===== src/rtl/irqc_pkg.sv =====
package irqc_pkg;
    localparam int NUM_CLASSES = 4;
    localparam int CLASS_W     = $clog2(NUM_CLASSES);

    typedef enum logic [CLASS_W-1:0] {
        CLS_PROGRAM = 2'd0,
        CLS_TIMER   = 2'd1,
        CLS_IO      = 2'd2,
        CLS_HWFAIL  = 2'd3
    } irq_class_e;
endpackage


===== src/rtl/irqc_req_latch.sv =====
module irqc_req_latch #(
    parameter int NSRC = 4
) (
    input  logic            clk_i,
    input  logic            rst_ni,
    input  logic [NSRC-1:0] src_i,
    input  logic [NSRC-1:0] clr_i,
    output logic [NSRC-1:0] pend_o,
    output logic [NSRC-1:0] fresh_o
);
    typedef struct packed {
        logic [NSRC-1:0] prev;
        logic [NSRC-1:0] pend;
    } latch_st_t;

    latch_st_t st_d, st_q;
    logic [NSRC-1:0] kept;

    always_comb begin
        kept    = st_q.pend & ~clr_i;
        fresh_o = src_i & ~st_q.prev & ~kept;
        st_d.prev = src_i;
        st_d.pend = kept | fresh_o;
    end

    always_ff @(posedge clk_i or negedge rst_ni) begin
        if (!rst_ni) st_q <= '0;
        else         st_q <= st_d;
    end

    assign pend_o = st_q.pend;

    // only one source is cleared per acknowledge
    assert_clr_onehot0_R2: assert property (@(posedge clk_i) disable iff (!rst_ni)
        $onehot0(clr_i));

    // a cleared source with no new edge is no longer pending
    assert_clear_takes_R2: assert property (@(posedge clk_i) disable iff (!rst_ni)
        ((clr_i != '0) && ((clr_i & src_i & ~st_q.prev) == '0)) |=> ((pend_o & $past(clr_i)) == '0));
endmodule


===== src/rtl/irqc_arrival_fifo.sv =====
module irqc_arrival_fifo #(
    parameter int NSRC = 4,
    parameter int ID_W = $clog2(NSRC)
) (
    input  logic            clk_i,
    input  logic            rst_ni,
    input  logic [NSRC-1:0] push_mask_i,
    input  logic            rm_valid_i,
    input  logic [ID_W-1:0] rm_id_i,
    output logic [ID_W-1:0] head_o,
    output logic            empty_o
);
    localparam int CNT_W = $clog2(NSRC + 1);
    localparam logic [CNT_W-1:0] CNT_MAX = CNT_W'(NSRC);

    typedef struct packed {
        logic [NSRC-1:0][ID_W-1:0] ent;
        logic [CNT_W-1:0]          cnt;
    } fifo_st_t;

    fifo_st_t st_d, st_q;

    always_comb begin
        int wp;
        st_d = st_q;
        wp   = 0;
        // drop the acknowledged id and close the gap
        for (int i = 0; i < NSRC; i++) begin
            if ((CNT_W'(i) < st_q.cnt) && !(rm_valid_i && (st_q.ent[i] == rm_id_i))) begin
                st_d.ent[wp[ID_W-1:0]] = st_q.ent[i];
                wp = wp + 1;
            end
        end
        // same-cycle arrivals go in from highest to lowest priority
        for (int j = NSRC - 1; j >= 0; j--) begin
            if (push_mask_i[j] && (wp < NSRC)) begin
                st_d.ent[wp[ID_W-1:0]] = ID_W'(j);
                wp = wp + 1;
            end
        end
        st_d.cnt = CNT_W'(wp);
    end

    always_ff @(posedge clk_i or negedge rst_ni) begin
        if (!rst_ni) st_q <= '0;
        else         st_q <= st_d;
    end

    assign head_o  = st_q.ent[0];
    assign empty_o = (st_q.cnt == '0);

    // distinct pending sources never exceed the queue size
    assert_fifo_no_overflow_R10: assert property (@(posedge clk_i) disable iff (!rst_ni)
        st_q.cnt <= CNT_MAX);
endmodule


===== src/rtl/irqc_service_stack.sv =====
module irqc_service_stack #(
    parameter int NSRC = 4,
    parameter int ID_W = $clog2(NSRC)
) (
    input  logic                      clk_i,
    input  logic                      rst_ni,
    input  logic                      push_i,
    input  logic [ID_W-1:0]           push_id_i,
    input  logic                      pop_i,
    output logic [ID_W-1:0]           top_o,
    output logic [$clog2(NSRC+1)-1:0] depth_o
);
    localparam int DEP_W = $clog2(NSRC + 1);
    localparam logic [DEP_W-1:0] DEP_MAX = DEP_W'(NSRC);

    typedef struct packed {
        logic [NSRC-1:0][ID_W-1:0] ent;
        logic [DEP_W-1:0]          depth;
    } stk_st_t;

    stk_st_t st_d, st_q;

    always_comb begin
        logic [DEP_W-1:0] d;
        st_d = st_q;
        d    = st_q.depth;
        if (pop_i && (d != '0)) d = d - 1'b1;
        if (push_i && (d < DEP_MAX)) begin
            st_d.ent[d[ID_W-1:0]] = push_id_i;
            d = d + 1'b1;
        end
        st_d.depth = d;
    end

    always_ff @(posedge clk_i or negedge rst_ni) begin
        if (!rst_ni) st_q <= '0;
        else         st_q <= st_d;
    end

    assign depth_o = st_q.depth;
    assign top_o   = (st_q.depth == '0) ? '0 : st_q.ent[ID_W'(st_q.depth - 1'b1)];

    // strict preemption bounds nesting to one level per class
    assert_stack_no_overflow_R7: assert property (@(posedge clk_i) disable iff (!rst_ni)
        !(push_i && !pop_i && (st_q.depth == DEP_MAX)));

    // the controller never pops an empty stack
    assert_no_pop_empty_R9: assert property (@(posedge clk_i) disable iff (!rst_ni)
        !(pop_i && (st_q.depth == '0)));
endmodule


===== src/rtl/irq_priority_ctrl.sv =====
module irq_priority_ctrl #(
    parameter int NUM_SRC = irqc_pkg::NUM_CLASSES
) (
    input  logic                       clk_i,
    input  logic                       rst_ni,
    input  logic [NUM_SRC-1:0]         src_req_i,
    input  logic                       nest_mode_i,
    input  logic                       ack_i,
    input  logic                       eos_i,
    output logic                       irq_o,
    output logic [$clog2(NUM_SRC)-1:0] vec_o,
    output logic                       eos_err_o
);
    localparam int ID_W  = $clog2(NUM_SRC);
    localparam int DEP_W = $clog2(NUM_SRC + 1);

    typedef struct packed {
        logic eos_err;
    } ctl_st_t;

    ctl_st_t st_d, st_q;

    logic [NUM_SRC-1:0] pend, fresh, clr;
    logic [ID_W-1:0]    fifo_head, hi_id, cand, svc_top;
    logic               fifo_empty, any_pend, in_svc, offer, take, pop;
    logic [DEP_W-1:0]   svc_depth;

    irqc_req_latch #(.NSRC(NUM_SRC)) u_latch (
        .clk_i   (clk_i),
        .rst_ni  (rst_ni),
        .src_i   (src_req_i),
        .clr_i   (clr),
        .pend_o  (pend),
        .fresh_o (fresh)
    );

    irqc_arrival_fifo #(.NSRC(NUM_SRC), .ID_W(ID_W)) u_fifo (
        .clk_i       (clk_i),
        .rst_ni      (rst_ni),
        .push_mask_i (fresh),
        .rm_valid_i  (take),
        .rm_id_i     (cand),
        .head_o      (fifo_head),
        .empty_o     (fifo_empty)
    );

    irqc_service_stack #(.NSRC(NUM_SRC), .ID_W(ID_W)) u_stack (
        .clk_i     (clk_i),
        .rst_ni    (rst_ni),
        .push_i    (take),
        .push_id_i (cand),
        .pop_i     (pop),
        .top_o     (svc_top),
        .depth_o   (svc_depth)
    );

    always_comb begin
        hi_id    = '0;
        any_pend = |pend;
        for (int i = 0; i < NUM_SRC; i++) begin
            if (pend[i]) hi_id = ID_W'(i);
        end
        in_svc = (svc_depth != '0);
        if (nest_mode_i) begin
            cand  = hi_id;
            offer = any_pend && (!in_svc || (hi_id > svc_top));
        end else begin
            cand  = fifo_head;
            offer = !fifo_empty && !in_svc;
        end
        take = ack_i && offer;
        clr  = take ? (NUM_SRC'(1) << cand) : '0;
        pop  = eos_i && in_svc;
        st_d.eos_err = st_q.eos_err || (eos_i && !in_svc);
    end

    always_ff @(posedge clk_i or negedge rst_ni) begin
        if (!rst_ni) st_q <= '0;
        else         st_q <= st_d;
    end

    assign irq_o     = offer;
    assign vec_o     = offer ? cand : '0;
    assign eos_err_o = st_q.eos_err;

    // the acknowledged vector becomes the level in service
    assert_ack_pushes_vector_R3: assert property (@(posedge clk_i) disable iff (!rst_ni)
        (ack_i && irq_o && !eos_i) |=> (svc_top == $past(vec_o)));

    // nothing is offered in sequential mode during a service
    assert_seq_quiet_R4: assert property (@(posedge clk_i) disable iff (!rst_ni)
        (!nest_mode_i && (svc_depth != '0)) |-> !irq_o);

    // a nested offer during service is strictly higher
    assert_preempt_higher_R7: assert property (@(posedge clk_i) disable iff (!rst_ni)
        (nest_mode_i && irq_o && (svc_depth != '0)) |-> (vec_o > svc_top));

    // stray end of service raises the flag
    assert_stray_eos_flag_R9: assert property (@(posedge clk_i) disable iff (!rst_ni)
        (eos_i && (svc_depth == '0)) |=> eos_err_o);

    // the flag holds until reset
    assert_err_sticky_R9: assert property (@(posedge clk_i) disable iff (!rst_ni)
        eos_err_o |=> eos_err_o);
endmodule


===== config.mk =====
export PLATFORM = sky130hd
export DESIGN_NAME = irq_priority_ctrl
export DESIGN_NICKNAME = d
export VERILOG_FILES = /design/src/rtl/irqc_pkg.sv /design/src/rtl/irqc_req_latch.sv /design/src/rtl/irqc_arrival_fifo.sv /design/src/rtl/irqc_service_stack.sv /design/src/rtl/irq_priority_ctrl.sv
export SDC_FILE = /design/constraint.sdc
export NUM_CORES = 1
export LEC_CHECK = 0
export BUFFER_PORTS_ARGS = -buffer_cell sky130_fd_sc_hd__buf_2
export CORE_UTILIZATION = 60
export CTS_CLUSTER_DIAMETER = 50
export CTS_CLUSTER_SIZE = 30
export DETAILED_ROUTE_END_ITERATION = 16
export GPL_TIMING_DRIVEN = 0
export PLACE_DENSITY = 0.86
export SYNTH_ARGS = -nofsm -noshare
export SYNTH_HDL_FRONTEND = slang
export SYNTH_SLANG_ARGS = --single-unit

===== constraint.sdc =====
create_clock -name clk_i -period 8.6 [get_ports clk_i]
set_clock_uncertainty 0.15 [all_clocks]
set_input_delay 1.72 -clock clk_i [delete_from_list [all_inputs] [get_ports clk_i]]
set_output_delay 1.72 -clock clk_i [all_outputs]
set_load 0.05 [all_outputs]

; Word-level counts from Yosys, hierarchy flattened
; Cells that the tools add are included.
[classes]
addsub = 9
shift = 1
magnitude_cmp = 27
reduce_logical = 39
n_eq_ne = 4
bitwise_logic = 16
n_mux = 47
[op_table]
columns = op, n
row1 = 32-bit two-way mux, 6
row2 = "32-bit by 2-bit adder with 32-bit output, second input constant", 5
row3 = "32-bit by 4-bit less-than comparator with 1-bit output, second input constant", 4
row4 = 8-bit two-way mux, 7
row5 = 8-bit bitwise mux, 4
row6 = 2-bit demux with 2-bit select, 8
row7 = 2-bit two-way mux, 14
row8 = 1-bit logical AND, 27
row9 = "2-bit by 3-bit less-than comparator with 1-bit output, second input constant", 8
row10 = 4-bit bitwise AND, 5
row11 = 4-bit inverter, 5
row12 = "2-bit by 1-bit greater-or-equal comparator with 1-bit output, second input constant", 7
row13 = 4-bit bitwise OR, 3
row14 = 3-bit two-way mux, 3
row15 = 8-bit bitwise AND, 1
row16 = 2-bit equality test, 4
row17 = 8-bit inverter, 1
row18 = 8-bit bitwise OR, 1
row19 = 1-bit logical NOT, 6
row20 = 3-bit logical NOT, 2
row21 = "1-bit by 3-bit less-than comparator with 1-bit output, first input constant", 2
row22 = "2-bit by 3-bit less-than comparator with 1-bit output, first input constant", 2
row23 = 2-bit binary-select mux with 2-bit select, 1
row24 = 4-bit two-way mux, 1
row25 = 13 further kinds, 16
[totals]
regBits = 31
output_inout_bits = 4
inputBits = 9

; Depth between registers and ports, before layout
[depth]
depth_word = 35
ltp_mapped = 29

; By module
; A second synthesis with hierarchy kept.
[unflattened]
hier_cells = 326
area_unflattened_um2 = 3047.9
[by_module_without_submodules]
columns = module, instances, cells_per_inst, area_each_um2, seq_area_each_um2
row1 = irqc_arrival_fifo, 1, 212, 1789.2, 275.3
row2 = irqc_service_stack, 1, 50, 648.1, 275.3
row3 = irqc_req_latch, 1, 32, 385.4, 200.2
row4 = irq_priority_ctrl, 1, 32, 225.2, 25.0

; Least setup slack after synthesis
; OpenSTA, ideal clock, no wires.
[synth_timing]
path_type = in2reg
start = input nest_mode_i
end = register u_fifo.st_q[10] in the netlist's numbering
cell_stages = 20
n_path_buf = 1
arrival_time_ns = 6.246
setup_slack_ns = 2.084
required_ns = 8.330
cell_sequence = buf_6 -> nand2_1 -> o311ai_1 -> and2_1 -> nor2_1 -> ha_1 -> xor2_1 -> inv_1 -> ha_1 -> mux2_2 -> ha_1 -> mux2i_1 -> ha_1 -> nand3b_1 -> o21a_1 -> ha_1 -> and2_1 -> nor4_4 -> nand2_1 -> and3_1
[synth_rtl]
columns = element, line
row1 = from (decl), irq_priority_ctrl.sv:7  ; input logic nest_mode_i,
row2 = to (signal assigned), irqc_arrival_fifo.sv:46  ; else st_q <= st_d;
row3 = to (decl), irqc_arrival_fifo.sv:21  ; fifo_st_t st_d, st_q;

==> impl_results.md <==
- Most common cell after layout, fill and taps aside: nand2_1
- DIE HEIGHT: 71.1 um
- Number of synthesized flops with an enable pin: 0
- Critical Path RT: just under 9 ns
- Min Tclk post-route: about 7.4 ns
- HPWL after detailed placement: 5030 um
- Pins over their slew limit: 0
- Maximum root-to-sink buffer count: 2
- Largest net degree at the start of global routing: 32
- # Post-CTS Setup Buffers: 0
- Initial antenna violation count: 0
- Most frequent cells in the layout: 45 x nand2_1, 31 x dfrtp_1, 29 x ha_1, 19 x inv_1, 13 x buf_2
- Crit path kind: reg -> reg
- Syn nets: approximately 340
- Crit start category: flip-flop
- Total negative slack: 0 ns
- Worst reg-to-reg path cell count: 25
- Cell count along the critical path: 25
- Post-synth cell types: 73
- Die width: about 71 um
- WHS Path Cells: 1
- Dominant synthesized flop cell: dfrtp_1
- Via count: about 2.3k
- Worst Tran Pin Value: between 1 and 1.5 ns
- CTS H-tree lvls: 2
- Crit path capture type: flip-flop
- Final hold violation count: 0
- Slowest-stage cell, CP: o311ai_1
- Achievable Freq: roughly 140 MHz
- Initial Util: a little under two thirds
- I/O pin count: 13
- Area Overhead vs Synth: 8.13%
- FP Rows: 24
- Slew headroom: between 30 and 40%
- Post-Syn Area: 2860 um^2
- Clock-pin slew on the worst setup and hold paths: about 0.07 ns
- Layout cells sized above 1: between 20% and 30%
- Synth async-reset ratio: 100%
- Antenna-violating nets left: 0
- Failing checks: DRC
- Num CTS Buffers: 5
- GR Util All Layers: between 20% and 30%
- DRC: 2
- Post-DR wirelength/cell: ~18 um
- Final setup viols: 0
- CP delay by family, top: adder cells
- Number of global-route vias before repair: about 2.4k
- Clock root buffer: clkbuf_8
- Routed WL: ~6500 um
- Nets: 355
- Hold WS: approximately 0.29 ns
- End-of-flow core utilization: 69.2%
- Syn Inst Count: between 200 and 300
- # clock sinks: 31
- Post-synthesis sequential area ratio: between 20% and 30%
- CP arrival: approximately 7.4 ns
- Buf+Inv Stages, Crit Path: 2
- Critical path's most frequent cell: ha_1
- Initial DRC count: 179
- # diodes: 0
- Core ar.: 4470 um^2
- Die area: between 5000 and 6000 um^2
- First-pass GRT wire length: approximately 11,000 um
- Design area: a little over 3000 um^2
- CTS tree: yes
- Synthesis warning total: 0
- Critical Path Max Stage Delay: around 0.90 ns
- Placer Congestion: 0.921
- Status: finished, violations left
- IO Port Bufs: 11
- Hold Crit Class: reg -> reg
- Post_cts resized: 0
- Hold Buf Count CTS: 0
- Placed cell areas: 2980 um^2
- Post-synthesis register bit count: 31
- Worst reg-to-reg setup slack: around 1.2 ns
- Crit Path Max Fanout: 9
- Clock latency on the worst-skew pair: between 0.2 and 0.3 ns
- Max cap viols: 0
- DR pass1 iterations: 10
- Post-DR vias/cell: approximately 6.2
- Period utilisation layout: a little under nine tenths
- Mean Syn Cell Area: ~9.6 um^2
- RSZ-0062 raised after global routing: no
- GRT overflow: 0
## metrics by stage
stage | cells | setup WS (ns)
2_1_floorplan | 299 | 2.08
3_3_place_gp | 362 | 1.34
3_5_place_dp | 362 | 1.23
4_1_cts | 370 | 1.21
5_1_grt | 370 | 0.631
6_report | 370 | 1.20
## synthesized netlist by cell type, drive strengths merged (5+ instances only)
master,number,area [um^2]
mux2i,6,60.1
nor2,13,56.3
dfrtp,31,776
ha,29,363
inv,19,71.3
buf,7,62.6
nand2,45,169
xnor2,10,87.6
o21ai,12,63.8
o211ai,5,42.5
and2,6,37.5
mux2,11,128
nand3,8,40.0
nor2b,5,33.8
a21oi,9,45.0
a221oi,6,52.6
nand2b,5,31.3
## cells by family (layout without fill, tap and decap cells)
logic type / Yosys count / in the layout / synth area share, %
AO/OA/AOI/OAI: 73 / 73 / 22.6
XOR/XNOR: 15 / 15 / 5.38
adder cells (fa/ha/maj): 29 / 29 / 12.7
buffers and inverters: 28 / 47 / 4.94
flip-flops: 31 / 31 / 27.1
multiplexers: 19 / 19 / 8.13
AND/OR/NAND/NOR: 104 / 104 / 19.2
## metal layers
| metal | vias to the layer above | GRT usage [%] | share of wire, % |
|---|---|---|---|
| li1 | 1108 | - | - |
| met1 | 1118 | 38.1 | 45 |
| met2 | 53 | 47.8 | 49 |
| met3 | 11 | 4.13 | 4.3 |
| met4 | 0 | 10.2 | 1.7 |
| met5 | - | 0 | 0 |
## path summary, 6_finish.rpt
path / startpoint / endpoint
max in group asynchronous: rst_ni / u_latch.pend_o[3]
min in group asynchronous: rst_ni / u_stack.st_q[4]
worst max register to register: u_stack.depth_o[0] / u_fifo.st_q[10]
worst min register to register: u_latch.st_q[4] / u_latch.pend_o[0]
worst min-delay path: u_latch.st_q[4] / u_latch.pend_o[0]
worst max-delay path: u_stack.depth_o[0] / u_fifo.st_q[10]
## state kept, by name, indices dropped and copies added, names as in the netlist
register and count:
eos_err_o 1, u_latch.pend_o 4, u_fifo.head_o 2, u_stack.depth_o 3
u_fifo.st_q 9, u_stack.st_q 8, u_latch.st_q 4
## area by class of cell
class	count	area (um^2)
Fill cell	348	1380
Tap cell	52	65.1
Buffer	9	70.1
Clock inverter	3	43.8
Sequential cell	31	776
Clock buffer	5	68.8
Timing Repair Buffer	11	55.1
Inverter	19	71.3
Multi-Input combinational cell	240	1950
Power is left out: the tool's default activity adds up to more than one toggle a clock period on the data nets, which glitch-free logic cannot reach.
